--- config.mk ---
export PLATFORM = sky130hd
export DESIGN_NAME = pin_change_irq
export DESIGN_NICKNAME = d
export VERILOG_FILES = /design/src/rtl/pin_change_irq_pkg.sv /design/src/rtl/pci_sync.sv /design/src/rtl/pci_tap_strobe.sv /design/src/rtl/pci_level.sv /design/src/rtl/pci_change_det.sv /design/src/rtl/pin_change_irq.sv
export SDC_FILE = /design/constraint.sdc
export NUM_CORES = 1
export LEC_CHECK = 0
export ABC_AREA = 1
export BUFFER_PORTS_ARGS = -buffer_cell sky130_fd_sc_hd__buf_2
export CAP_MARGIN = 20
export CELL_PAD_IN_SITES_DETAIL_PLACEMENT = 0
export CELL_PAD_IN_SITES_GLOBAL_PLACEMENT = 1
export CORE_AREA = 3 3 51 53
export CTS_BUF_LIST = sky130_fd_sc_hd__clkbuf_2
export DETAILED_ROUTE_END_ITERATION = 10
export DIE_AREA = 0 0 54 56
export GPL_TIMING_DRIVEN = 0
export PLACE_DENSITY_LB_ADDON = 0.25
export SYNTH_ARGS = -nofsm -noshare
export SYNTH_HDL_FRONTEND = slang
export SYNTH_SLANG_ARGS = --single-unit
--- constraint.sdc ---
create_clock -name clk -period 1.05 [get_ports clk]
set_input_delay 0.0525 -clock clk [delete_from_list [all_inputs] [get_ports clk]]
set_output_delay 0.0525 -clock clk [all_outputs]
set_load 0.05 [all_outputs]
--- src/rtl/pin_change_irq_pkg.sv ---
package pin_change_irq_pkg;

  // Tap choice; the encoding matches the tap_sel_i port.
  typedef enum logic {
    TAP_SLOW = 1'b0,
    TAP_FAST = 1'b1
  } tap_sel_e;

  localparam int unsigned DEF_NPINS       = 4;
  localparam int unsigned DEF_SYNC_STAGES = 2;
  localparam int unsigned DEF_VEC_W       = 16;
  localparam logic [15:0] DEF_VECTOR      = 16'h0016;

endpackage

--- src/rtl/pci_sync.sv ---
// Multi-stage synchroniser; no reset so the chain is a plain shift path.
module pci_sync #(
  parameter int unsigned W      = 1,
  parameter int unsigned STAGES = 2
) (
  input  logic         clk,
  input  logic [W-1:0] d_i,
  output logic [W-1:0] q_o
);

  logic [W-1:0] stg [STAGES];

  always_ff @(posedge clk) begin
    stg[0] <= d_i;
  end

  for (genvar s = 1; s < STAGES; s++) begin : g_stage
    always_ff @(posedge clk) begin
      stg[s] <= stg[s-1];
    end
  end

  assign q_o = stg[STAGES-1];

endmodule

--- src/rtl/pci_tap_strobe.sv ---
// Selects a time-base tap and turns its falling edge into a one-clock strobe.
module pci_tap_strobe
  import pin_change_irq_pkg::*;
#(
  parameter int unsigned SYNC_STAGES = 2
) (
  input  logic clk,
  input  logic rst,
  input  logic slow_i,
  input  logic fast_i,
  input  logic sel_i,
  output logic strobe_o
);

  logic [1:0] taps_s;
  logic       tap_now;
  logic       tap_q;
  logic       sel_q;
  tap_sel_e   sel_e;

  pci_sync #(.W(2), .STAGES(SYNC_STAGES)) u_tap_sync (
    .clk (clk),
    .d_i ({fast_i, slow_i}),
    .q_o (taps_s)
  );

  assign sel_e   = tap_sel_e'(sel_i);
  assign tap_now = (sel_e == TAP_FAST) ? taps_s[1] : taps_s[0];

  always_ff @(posedge clk) begin
    tap_q <= tap_now;
    sel_q <= sel_i;
  end

  // Falling edge of the chosen tap; dropped during reset or a select change.
  assign strobe_o = !rst && (sel_q == sel_i) && tap_q && !tap_now;

  AST_STROBE_SINGLE: assert property (@(posedge clk) disable iff (rst)
    strobe_o |=> !strobe_o);

endmodule

--- src/rtl/pci_level.sv ---
// Polarity adjustment, enable masking and OR reduction of the port pins.
module pci_level #(
  parameter int unsigned NPINS = 4
) (
  input  logic [NPINS-1:0] pin_s_i,
  input  logic [NPINS-1:0] en_i,
  input  logic [NPINS-1:0] mode_i,
  output logic             level_o
);

  logic [NPINS-1:0] act;

  for (genvar i = 0; i < NPINS; i++) begin : g_pin
    // mode 1: active low, so invert before combining
    assign act[i] = en_i[i] & (pin_s_i[i] ^ mode_i[i]);
  end

  assign level_o = |act;

endmodule

--- src/rtl/pci_change_det.sv ---
// Holds the last sampled level and flags a change at each strobe.
module pci_change_det (
  input  logic clk,
  input  logic rst,
  input  logic strobe_i,
  input  logic level_i,
  output logic hit_o,
  output logic pulse_o
);

  logic prev_q;

  assign hit_o = strobe_i && (level_i != prev_q);

  always_ff @(posedge clk) begin
    if (rst) begin
      prev_q  <= level_i;   // seed from live level: no spurious request
      pulse_o <= 1'b0;
    end else begin
      if (strobe_i) prev_q <= level_i;
      pulse_o <= hit_o;
    end
  end

  AST_PULSE_AFTER_STROBE: assert property (@(posedge clk) disable iff (rst)
    pulse_o |-> $past(strobe_i));
  AST_PULSE_ONE_CYCLE: assert property (@(posedge clk) disable iff (rst)
    pulse_o |=> !pulse_o);

endmodule

--- src/rtl/pin_change_irq.sv ---
module pin_change_irq
  import pin_change_irq_pkg::*;
#(
  parameter int unsigned NPINS       = DEF_NPINS,
  parameter int unsigned SYNC_STAGES = DEF_SYNC_STAGES,
  parameter int unsigned VEC_W       = DEF_VEC_W,
  parameter logic [VEC_W-1:0] VECTOR = VEC_W'(DEF_VECTOR)
) (
  input  logic             clk,
  input  logic             rst,
  input  logic [NPINS-1:0] pin_i,
  input  logic [NPINS-1:0] pin_en_i,
  input  logic [NPINS-1:0] pin_mode_i,
  input  logic             tb_slow_i,
  input  logic             tb_fast_i,
  input  logic             tap_sel_i,
  input  logic             flag_clr_i,
  output logic             irq_req_o,
  output logic             irq_flag_o,
  output logic [VEC_W-1:0] irq_vec_o
);

  logic [NPINS-1:0] pin_s;
  logic             level;
  logic             strobe;
  logic             hit;

  pci_sync #(.W(NPINS), .STAGES(SYNC_STAGES)) u_pin_sync (
    .clk (clk),
    .d_i (pin_i),
    .q_o (pin_s)
  );

  pci_level #(.NPINS(NPINS)) u_level (
    .pin_s_i (pin_s),
    .en_i    (pin_en_i),
    .mode_i  (pin_mode_i),
    .level_o (level)
  );

  pci_tap_strobe #(.SYNC_STAGES(SYNC_STAGES)) u_tap (
    .clk      (clk),
    .rst      (rst),
    .slow_i   (tb_slow_i),
    .fast_i   (tb_fast_i),
    .sel_i    (tap_sel_i),
    .strobe_o (strobe)
  );

  pci_change_det u_det (
    .clk      (clk),
    .rst      (rst),
    .strobe_i (strobe),
    .level_i  (level),
    .hit_o    (hit),
    .pulse_o  (irq_req_o)
  );

  // Sticky flag: set has priority over the software clear.
  always_ff @(posedge clk) begin
    if (rst)             irq_flag_o <= 1'b0;
    else if (hit)        irq_flag_o <= 1'b1;
    else if (flag_clr_i) irq_flag_o <= 1'b0;
  end

  assign irq_vec_o = VECTOR;

  AST_FLAG_WITH_REQ: assert property (@(posedge clk) disable iff (rst)
    irq_req_o |-> irq_flag_o);
  AST_FLAG_STICKY: assert property (@(posedge clk) disable iff (rst)
    (irq_flag_o && !flag_clr_i) |=> irq_flag_o);
  AST_FLAG_SOURCE: assert property (@(posedge clk) disable iff (rst)
    $rose(irq_flag_o) |-> irq_req_o);
  AST_SET_WINS: assert property (@(posedge clk) disable iff (rst)
    (hit && flag_clr_i) |=> irq_flag_o);

endmodule

==> key figures, run 1 <==
Timing
  – Setup violators final: 1
  – Post-layout min period: 1053 ps
  – Final Hold Violating Endpoints: 0
  – Final WS setup: -2.777 ps
  – Fmax: 0.9499 GHz
  – Clk_skew: 8.889 ps
  – Final Max Slew Viols: 0
  – Fin crit share: 100.3%
  – RSZ-0062 raised after global routing: yes

Worst setup path
  – Critical Path RT: 1070 ps
  – Critical Path End Type: flop
  – Startpoint Class: flop
  – Crit Path Category: reg -> reg
  – RR Startpoint: u_tap.u_tap_sync.stg[0][3]
  – RR Endpoint: u_det.prev_q
  – Critical path arrival: 1070 ps
  – R2r worst-path depth: 4
  – Crit path max fanout: 2
  – Reg2reg setup slack: -3 ps

Floorplan
  – Die width: 54 um
  – Core box area: 0.002191 mm^2
  – Row count: 17
  – DIE AREA: 0.003024 mm^2
  – Initial core utilization: 30.15%
  – Die height: 56 um
  – I/O pins: 36

Pwr
  – Peak supply drop: 0.6540 mV
  – Sw frac: 30.54%
  – Internal: 0.8841 mW
  – Leakage power: 0.5337 nW
  – Total Power: 1.273 mW
  – Clock share of power: 21.6%
  – Seq pwr share: 55.0%
  – Net switching power: 0.3887 mW
  – Pwr/cell area: 1340 mW/mm^2
  – Logic pwr share: 23.4%

Global route
  – First-pass GRT wire length: 1483 um
  – Gr usage total: 6.557%
  – Largest net degree at the start of global routing: 11
  – Grt total ovfl: 0
  – Vias in the first global route: 414
  – Initial antenna violation count: 0

Worst hold path
  – Hold_sp: tap_sel_i
  – WHS Path Cells: 3
  – WHS Endpoint: u_tap.tap_q
  – Hold crit path type: in -> reg

Status
  – Failing checks: negative setup slack
  – Outcome: complete, but fails checks

Yosys
  – Compound-Gate Fraction of Synth Area: 0%
  – Commonest cells post-synth: buf_4, dfxtp_1, nand2_1
  – Sequential element share of the synthesized area: 53.03%
  – Post-Syn Area: 660.6 um^2
  – Post-synthesis cell count: 74
  – Post-synthesis mux area share: 0%
  – Post-Synth XOR/XNOR Area: 0%
  – Netlist cell types: 15
  – Post-synthesis async set-or-reset flop share: 0%
  – Simple-Gate Fraction of Synth Area: 22.54%
  – Mean post-synth cell area: 8.927 um^2
  – Synth Register Bits: 17
  – Synth warn: 0
  – Largest area contributor in the netlist: dfxtp_1
  – Ys flop type: dfxtp_1
  – Synth area leaders: dfxtp_1, buf_4, nand2_1
  – Synthesized-area fraction occupied by adder cells: 0%
  – Post-synth EDFFs: 1
  – Main combinational cell family by area after synthesis: buffers and inverters
  – Synth top area share: 48.48%

Clock tree
  – Clock latency on the worst-skew pair: 280 ps
  – Cts hold-fix bufs: 8
  – Cts bufs inserted: 3
  – Clock tree buffer depth: 2
  – Number of clock sinks: 17
  – Clock transition at path regs: 160 ps
  – Setup Fix Bufs, Post-CTS: 0
  – CTS tree: done
  – H-tree Lvls: 1
  – Root Buffer: clkbuf_2

Placed design
  – DP Worst Slack: 23.90 ps
  – GPL Wtd Cong: 0.6653
  – DP Wirelength: 733.1 um
  – Number of port buffers: 19

Cells and area
  – Share of cells above drive strength 1: 43.70%
  – Core Util, Final: 43.35%
  – Fin nets: 138
  – Area Growth Syn to Fin: 43.75%
  – Antenna diode count: 0

Route
  – Total wire length: 905 um
  – Routed vias/inst: 3.381
  – DRC Markers: 0
  – Via total after detailed routing: 497
  – Pre-Repair DR Iteration Count: 1
  – Routed WL per cell: 6.156 um
  – Post-DRT Antenna Nets: 0
  – DRT iter0 DRCs: 0

Job
  – Max Cap Viol: 0
how the worst max path moves through the flow:
| stage | to | cells past startpoint | slack, ps | start |
|---|---|---|---|---|
| after CTS | u_det.prev_q | 4 | 1 | u_tap.u_tap_sync.stg[0][3] |
| after floorplan | u_det.prev_q | 4 | 60 | u_tap.u_tap_sync.stg[0][3] |
| after global placement | u_det.prev_q | 4 | 30 | u_tap.u_tap_sync.stg[0][3] |
| after global routing | u_det.prev_q | 4 | -80 | u_tap.sel_q |
| final | u_det.prev_q | 4 | -3 | u_tap.u_tap_sync.stg[0][3] |
| after detailed placement | u_det.prev_q | 4 | 20 | u_tap.u_tap_sync.stg[0][3] |
through the flow:
stage / hold slack (ps) / setup TNS (ps) / area, um^2 / instances
3_5_place_dp: 156.1 / 0 / 843.3 / 135
6_report: 33.35 / -2.777 / 949.7 / 147
4_1_cts: 12.25 / 0 / 943.4 / 147
3_3_place_gp: 155.1 / 0 / 843.3 / 135
2_1_floorplan: 80.22 / 0 / 713.2 / 88
5_1_grt: -5.406 / -82.50 / 949.7 / 147
critical path, stage by stage (launching register included):
cell	delay, ps
dfxtp_1	330
nand2_1	70
nand2_2	60
nor3_2	190
or2_2	140
layer usage:
metal	global-route usage, %	routed length [um]
met5	0	0
met3	2.681	135
met1	6.874	351
met2	10.38	412
met4	4.270	6
flip-flops by register name, indices dropped and copies added (netlist names):
signal                flops
u_tap.tap_q               1
u_pin_sync.stg            8
irq_flag_o                1
u_det.prev_q              1
u_tap.sel_q               1
u_det.pulse_o             1
u_tap.u_tap_sync.stg      4
power by group through the flow:
stage	Combinational (mW)	Sequential [mW]	Clock, mW
global placement	0.271	0.713	0
finish	0.298	0.700	0.274
detailed placement	0.273	0.714	0
global route	0.324	0.705	0.328
floorplan	0.222	0.721	0
CTS	0.296	0.700	0.298
cells in the final DEF, fill, tap and decap left out:
| master | instances |
|---|---|
| nand3_2 | 1 |
| dfxtp_1 | 13 |
| nor2_1 | 5 |
| nor2_2 | 1 |
| nand3_1 | 4 |
| inv_2 | 2 |
| clkbuf_4 | 1 |
| dfxtp_2 | 3 |
| nor3_2 | 1 |
| conb_1 | 16 |
| or2_2 | 1 |
| edfxtp_1 | 1 |
| dlygate4sd3_1 | 8 |
| clkinv_2 | 1 |
| clkbuf_2 | 3 |
| buf_2 | 18 |
| inv_1 | 7 |
| nand2_2 | 4 |
| nand3b_1 | 1 |
| buf_4 | 16 |
| nand2_1 | 12 |
cell families (layout without fill, tap and decap cells):
| kind of cell | after synthesis | after routing |
|---|---|---|
| other cells | 2 | 16 |
| simple gates | 30 | 30 |
| buf+inv | 25 | 56 |
| flops | 17 | 17 |
repair_timing:
| action | 4_1_cts | 5_1_grt |
|---|---|---|
| hold endpoints to repair | 8 | 1 |
| gates resized for setup | 0 | 5 |
| endpoints found under the setup margin | 0 | 4 |
layout make-up:
type / count / area, um^2
fillers: 234 / 1241
clock buffers: 3 / 15.01
inverters: 9 / 33.78
multi-input cells: 46 / 209.0
flip-flops and latches: 17 / 354.1
repair buffers: 27 / 177.7
clock inverters: 1 / 5.005
plain buffers: 16 / 120.1
well taps: 28 / 35.03
No activity file was read; power rests on OpenSTA's default activity.
==> inputs of run 2 (changes only) <==
--- a/config.mk
+++ b/config.mk
@@ -6,7 +6,7 @@
 export NUM_CORES = 1
 export LEC_CHECK = 0
 export ABC_AREA = 1
-export BUFFER_PORTS_ARGS = -buffer_cell sky130_fd_sc_hd__buf_2
+export BUFFER_PORTS_ARGS = -buffer_cell sky130_fd_sc_hd__clkbuf_2
 export CAP_MARGIN = 20
 export CELL_PAD_IN_SITES_DETAIL_PLACEMENT = 0
 export CELL_PAD_IN_SITES_GLOBAL_PLACEMENT = 1
==> key figures, run 2 (synthesis gave the netlist of run 1 again) <==
Status
  – Outcome: complete, no violations

Pwr
  – Sw frac: 30.83% (+0.30 points)
  – Clock share of power: 21.2% (-0.4 points)
  – Seq pwr share: 54.6% (-0.4 points)
  – Logic pwr share: 24.2% (+0.8 points)
  – Pwr/cell area: 1313 mW/mm^2 (-2.0%)
  – Net switching power: 0.3967 mW (+2.1%)
  – Internal: 0.8898 mW (+0.64%)
  – Peak supply drop: 0.7905 mV (+21%)
  – Leakage power: 0.5456 nW (+2.2%)

Clock tree
  – Number of clock sinks: 17 (unchanged)
  – Clock tree buffer depth: 2 (unchanged)
  – Cts bufs inserted: 3 (unchanged)
  – Clock transition at path regs: 160 ps (about the same)
  – Clock latency on the worst-skew pair: 280 ps (about the same)
  – CTS tree: done
  – Root Buffer: clkbuf_2
  – H-tree Lvls: 1 (unchanged)

Global route
  – Grt total ovfl: 0 (unchanged)
  – Gr usage total: 7.396% (+0.84 points)
  – First-pass GRT wire length: 1642 um (+11%)
  – Largest net degree at the start of global routing: 11 (unchanged)
  – Vias in the first global route: 432 (+4.3%)
  – Initial antenna violation count: 0 (unchanged)

Floorplan
  – I/O pins: 36 (unchanged)
  – Die width: 54 um (unchanged)
  – Initial core utilization: 30.15% (unchanged)
  – Row count: 17 (unchanged)
  – Die height: 56 um (unchanged)
  – DIE AREA: 0.003024 mm^2 (unchanged)
  – Core box area: 0.002191 mm^2 (unchanged)

Cells and area
  – Top Registers: u_pin_sync.stg x8, u_tap.u_tap_sync.stg x4
  – Layout fillers: 242 (+3.4%)
  – Share of cells above drive strength 1: 48.33% (+4.6 points)
  – Antenna diode count: 0 (unchanged)
  – Final std cell area, no fill: 979.7 um^2 (+3.2%)
  – Area Growth Syn to Fin: 48.30%
  – Finished Layout Cells: 148 (+0.68%)
  – Commonest non-fill, non-tap cells in the layout: clkbuf_2, buf_4, conb_1
  – Fin nets: 139 (+0.72%)
  – Biggest register: u_pin_sync.stg
  – Max reg flops: 8 (unchanged)
  – Most common cell after layout, fill and taps aside: clkbuf_2

Route
  – Total wire length: 987 um (+9.1%)
  – Post-DRT Antenna Nets: 0 (unchanged)
  – DRC Markers: 0 (unchanged)
  – DRT iter0 DRCs: 3 (+3)
  – Routed vias/inst: 3.392 (+0.32%)
  – Via total after detailed routing: 502 (+1.0%)
  – Pre-Repair DR Iteration Count: 2 (+1)
  – Routed WL per cell: 6.669 um (+8.3%)

Timing
  – Fin crit share: 98.71% (-1.6 points)
  – Clk_skew: 9.628 ps (+0.7397 ps)
  – Final Hold Violating Endpoints: 0 (unchanged)
  – Final Max Slew Viols: 0 (unchanged)
  – RSZ-0062 raised after global routing: yes
  – Fmax: 0.9649 GHz (+1.6%)
  – Setup violators final: 0 (-1)
  – Post-layout min period: 1036 ps (-16.36 ps)

Worst setup path
  – CP max-delay cell: dfxtp_1
  – Critical path arrival: 1060 ps (about the same)
  – Crit path max fanout: 2 (unchanged)
  – Max stage delay on crit path: 330 ps (about the same)
  – Reg2reg setup slack: 10 ps (+20 ps)
  – Crit Path Category: reg -> reg
  – Crit path cell chain: nand2_1 -> nand2_2 -> nor3_4 -> or2_4
  – Critical Path End Type: flop
  – Critical Path RT: 1070 ps (about the same)
  – Startpoint Class: flop

Placed design
  – Placed cells: 135 (unchanged)
  – Placed inst area: 843.3 um^2 (unchanged)
  – Number of port buffers: 19 (unchanged)
  – GPL Wtd Cong: 0.6586 (-1.0%)

Worst hold path
  – Hold crit path type: in -> reg

Job
  – Max Cap Viol: 0 (unchanged)
-- run 2: changes by cell type in the layout (fill, tap and decap cells not counted), sizes merged --
cell and delta:
buf -16, clkbuf +17
-- run 2: per-layer routing --
layer	global-route usage, %	vias to the layer above	share of wire [%]
met4	4.270	0	1.0
met5	0	-	0
met1	7.667	196	36
met3	3.217	2	15
li1	-	281	-
met2	11.94	23	49
-- run 2: per-stage QoR --
step	hold slack [ps]	TNS (ps)	utilization (%)	worst slack [ps]	power [mW]
after CTS	4.458	-0.7859	43.40	-0.7859	1.293
final	46.86	0	44.72	13.58	1.286
after floorplan	80.22	0	-	61.19	0.9436
after detailed placement	156.4	0	38.49	13.07	0.9876
after global routing	20.50	-48.30	44.72	-22.98	1.370
after global placement	155.6	0	38.49	26.50	0.9845
-- run 2: final timing paths --
path	start	endpoint	cells past startpoint
min reg2reg	u_pin_sync.stg[0][3]	u_pin_sync.stg[0][7]	0
min	tap_sel_i	u_tap.tap_q	3
max reg2reg	u_tap.u_tap_sync.stg[0][3]	u_det.prev_q	4
max	u_tap.u_tap_sync.stg[0][3]	u_det.prev_q	4
-- run 2: worst max-delay path, delay by kind of cell, from the launching register on --
kind | cells | cell delay [ps]
AND/OR/NAND/NOR | 4 | 450
flip-flops | 1 | 330
-- run 2: cell type report --
cell class	instances	area, um^2	area share, %
flip-flops and latches	17	355.3	36.27
multi-input cells	46	232.7	23.75
well taps	28	35.03	3.576
plain buffers	16	120.1	12.26
clock inverters	1	5.005	0.5109
inverters	9	33.78	3.448
repair buffers	28	182.7	18.65
clock buffers	3	15.01	1.533
-- run 2: power by group through the flow --
stage | logic [mW] | clock network [mW] | registers (mW)
final | 0.311 | 0.273 | 0.702
after global routing | 0.339 | 0.325 | 0.707
after floorplan | 0.222 | 0 | 0.721
after global placement | 0.271 | 0 | 0.713
after CTS | 0.299 | 0.294 | 0.700
after detailed placement | 0.274 | 0 | 0.714
-- run 2: what timing repair did --
action                     4_1_cts  5_1_grt
hold endpoints to repair         8        0
gates cloned                     0        0
pin swaps                        1        3
hold buffers                     8        0
setup endpoints to repair        1        4
buffers inserted                 1        0
resized for setup                0       12
==> inputs of run 3 (changes only) <==
--- a/config.mk
+++ b/config.mk
@@ -10,11 +10,12 @@
 export CAP_MARGIN = 20
 export CELL_PAD_IN_SITES_DETAIL_PLACEMENT = 0
 export CELL_PAD_IN_SITES_GLOBAL_PLACEMENT = 1
-export CORE_AREA = 3 3 51 53
+export CORE_AREA = 2 2 50 52
 export CTS_BUF_LIST = sky130_fd_sc_hd__clkbuf_2
 export DETAILED_ROUTE_END_ITERATION = 10
-export DIE_AREA = 0 0 54 56
+export DIE_AREA = 0 0 52 54
 export GPL_TIMING_DRIVEN = 0
+export HOLD_SLACK_MARGIN = 0.05
 export PLACE_DENSITY_LB_ADDON = 0.25
 export SYNTH_ARGS = -nofsm -noshare
 export SYNTH_HDL_FRONTEND = slang
==> key figures, run 3 (synthesis gave the netlist of run 1 again) <==
Status
  – Outcome: complete, but fails checks
  – Failing checks: negative hold slack

Cells and area
  – Core Util, Final: 42.99% (-1.7 points)
  – Most common cell after layout, fill and taps aside: clkbuf_2
  – Finished Layout Cells: 151 (+2.0%)
  – Top Registers: u_pin_sync.stg x8, u_tap.u_tap_sync.stg x4
  – Register area: 352.8 um^2 (-0.70%)
  – Antenna diode count: 0 (unchanged)
  – Area Growth Syn to Fin: 50.95%
  – Max reg flops: 8 (unchanged)
  – Biggest register: u_pin_sync.stg
  – Layout fillers: 232 (-4.1%)
  – Area of the multi-input gates: 240.2 um^2 (+3.2%)
  – Fin nets: 140 (+0.72%)
  – Commonest non-fill, non-tap cells in the layout: clkbuf_2, buf_4, conb_1
  – Share of cells above drive strength 1: 48.76% (+0.43 points)

Worst setup path
  – Critical Path RT: 1090 ps (+20 ps)
  – R2r worst-path depth: 4 (unchanged)
  – Stages on the worst setup path: 4 (unchanged)
  – Startpoint Class: flop
  – CP bufs+invs: 0 (unchanged)
  – Critical path arrival: 1090 ps (+30 ps)
  – CP max-delay cell: dfxtp_2
  – Crit Path Category: reg -> reg
  – Worst path top cell family by delay: simple AND/OR/NAND/NOR gates
  – Critical Path End Type: flop
  – Max stage delay on crit path: 360 ps (+30 ps)
  – Crit path cell chain: nand2_2 -> nand3_2 -> nor3_4 -> or2_4
  – Crit path max fanout: 2 (unchanged)

Timing
  – Fin crit share: 99.90% (+1.2 points)
  – Final Hold Violating Endpoints: 1 (+1)
  – Setup violators final: 0 (unchanged)
  – Fmax: 0.9533 GHz (-1.2%)
  – Final Max Slew Viols: 0 (unchanged)
  – Final WS setup: 1.023 ps (-12.56 ps)
  – Fin Hold WS: -103.1 ps (-150.0 ps)
  – RSZ-0062 raised after global routing: yes
  – Clk_skew: 2.445 ps (-7.184 ps)
  – Post-layout min period: 1049 ps (+12.56 ps)

Global route
  – First-pass GRT wire length: 1476 um (-10%)
  – Initial antenna violation count: 0 (unchanged)
  – Gr usage total: 7.331% (-0.064 points)
  – Vias in the first global route: 432 (unchanged)
  – Grt total ovfl: 0 (unchanged)
  – Largest net degree at the start of global routing: 11 (unchanged)

Route
  – Metal3 WL: 111 um (-23%)
  – DRT met1 WL: 379 um (+7.7%)
  – DRT iter0 DRCs: 8 (+5)
  – DRC Markers: 0 (unchanged)
  – Met2 WL: 462 um (-3.5%)
  – Pre-Repair DR Iteration Count: 4 (+2)
  – Via total after detailed routing: 507 (+1.0%)
  – Post-DRT Antenna Nets: 0 (unchanged)
  – Total wire length: 953 um (-3.4%)
  – Routed WL per cell: 6.311 um (-5.4%)
  – Routed vias/inst: 3.358 (-1.0%)
  – Uppermost routed layer: met3

Floorplan
  – Die height: 54 um (-3.6%)
  – Row count: 18 (+1)
  – DIE AREA: 0.002808 mm^2 (-7.1%)
  – Initial core utilization: 28.48% (-1.7 points)
  – Core box area: 0.002320 mm^2 (+5.9%)
  – Die width: 52 um (-3.7%)
  – I/O pins: 36 (unchanged)

Clock tree
  – CTS tree: done
  – Cts bufs inserted: 3 (unchanged)
  – Cts hold-fix bufs: 9 (+1)
  – Number of clock sinks: 17 (unchanged)
  – Clock tree buffer depth: 2 (unchanged)
  – Root Buffer: clkbuf_2
  – H-tree Lvls: 1 (unchanged)
  – Clock latency on the worst-skew pair: 290 ps (about the same)
  – Clock transition at path regs: 150 ps (about the same)

Placed design
  – Placed cells: 137 (+1.5%)
  – GPL Wtd Cong: 0.7179 (+9.0%)
  – DP Wirelength: 725.2 um
  – DP Worst Slack: 9.835 ps (-3.239 ps)
  – Number of port buffers: 19 (unchanged)

Worst hold path
  – WHS Path Cells: 1 (-2)
  – Hold crit path type: in -> reg

Pwr
  – Peak supply drop: 0.7582 mV (-4.1%)
  – Pwr/cell area: 1303 mW/mm^2 (-0.77%)
  – Total Power: 1.299 mW (+1.0%)
  – Leakage power: 0.5504 nW (+0.89%)

Job
  – Max Cap Viol: 0 (unchanged)
==> run 3: area by class of cell <==
cell class	instances	share of cell area, %
timing repair buffer	29	19.32
tap	30	3.764
buffer	16	12.05
clock inverter	1	0.5019
sequential	17	35.38
inverter	9	3.388
clock buffer	3	1.506
multi-input combinational	46	24.09
==> run 3: what timing repair did <==
action	CTS	global route
buffers inserted	0	1
pin swaps	0	4
resized for setup	4	8
endpoints found under the hold margin	10	2
cloned	0	0
setup endpoints to repair	1	3
==> run 3: routing by layer <==
layer / up-vias / track usage (%)
met4: 0 / 2.632
met2: 23 / 13.29
met1: 203 / 6.891
met3: 0 / 4.167
met5: - / 0
li1: 281 / -
==> run 3: power by group <==
group          internal [mW]  switching [mW]
registers              0.689          0.0131
clock network         0.0862           0.195
logic                  0.118           0.198
==> run 3: worst reg2reg max path: stages, from the launching register on <==
cell and delay (ps):
dfxtp_2 360, nand2_2 50, nand3_2 70, nor3_4 180, or2_4 140
==> run 3: path summary, 6_finish.rpt <==
kind	from	end	slack [ps]
setup / recovery	u_tap.sel_q	u_det.prev_q	1
hold / removal	tap_sel_i	u_tap.sel_q	-100
setup reg to reg	u_tap.sel_q	u_det.prev_q	1
hold reg to reg	u_pin_sync.stg[0][1]	u_pin_sync.stg[0][5]	340
==> run 3: stage by stage <==
step | setup TNS, ps | area [um^2]
2_1_floorplan | 0 | 713.2
3_3_place_gp | 0 | 845.8
3_5_place_dp | 0 | 845.8
4_1_cts | 0 | 970.9
5_1_grt | -125.0 | 997.2
6_report | 0 | 997.2
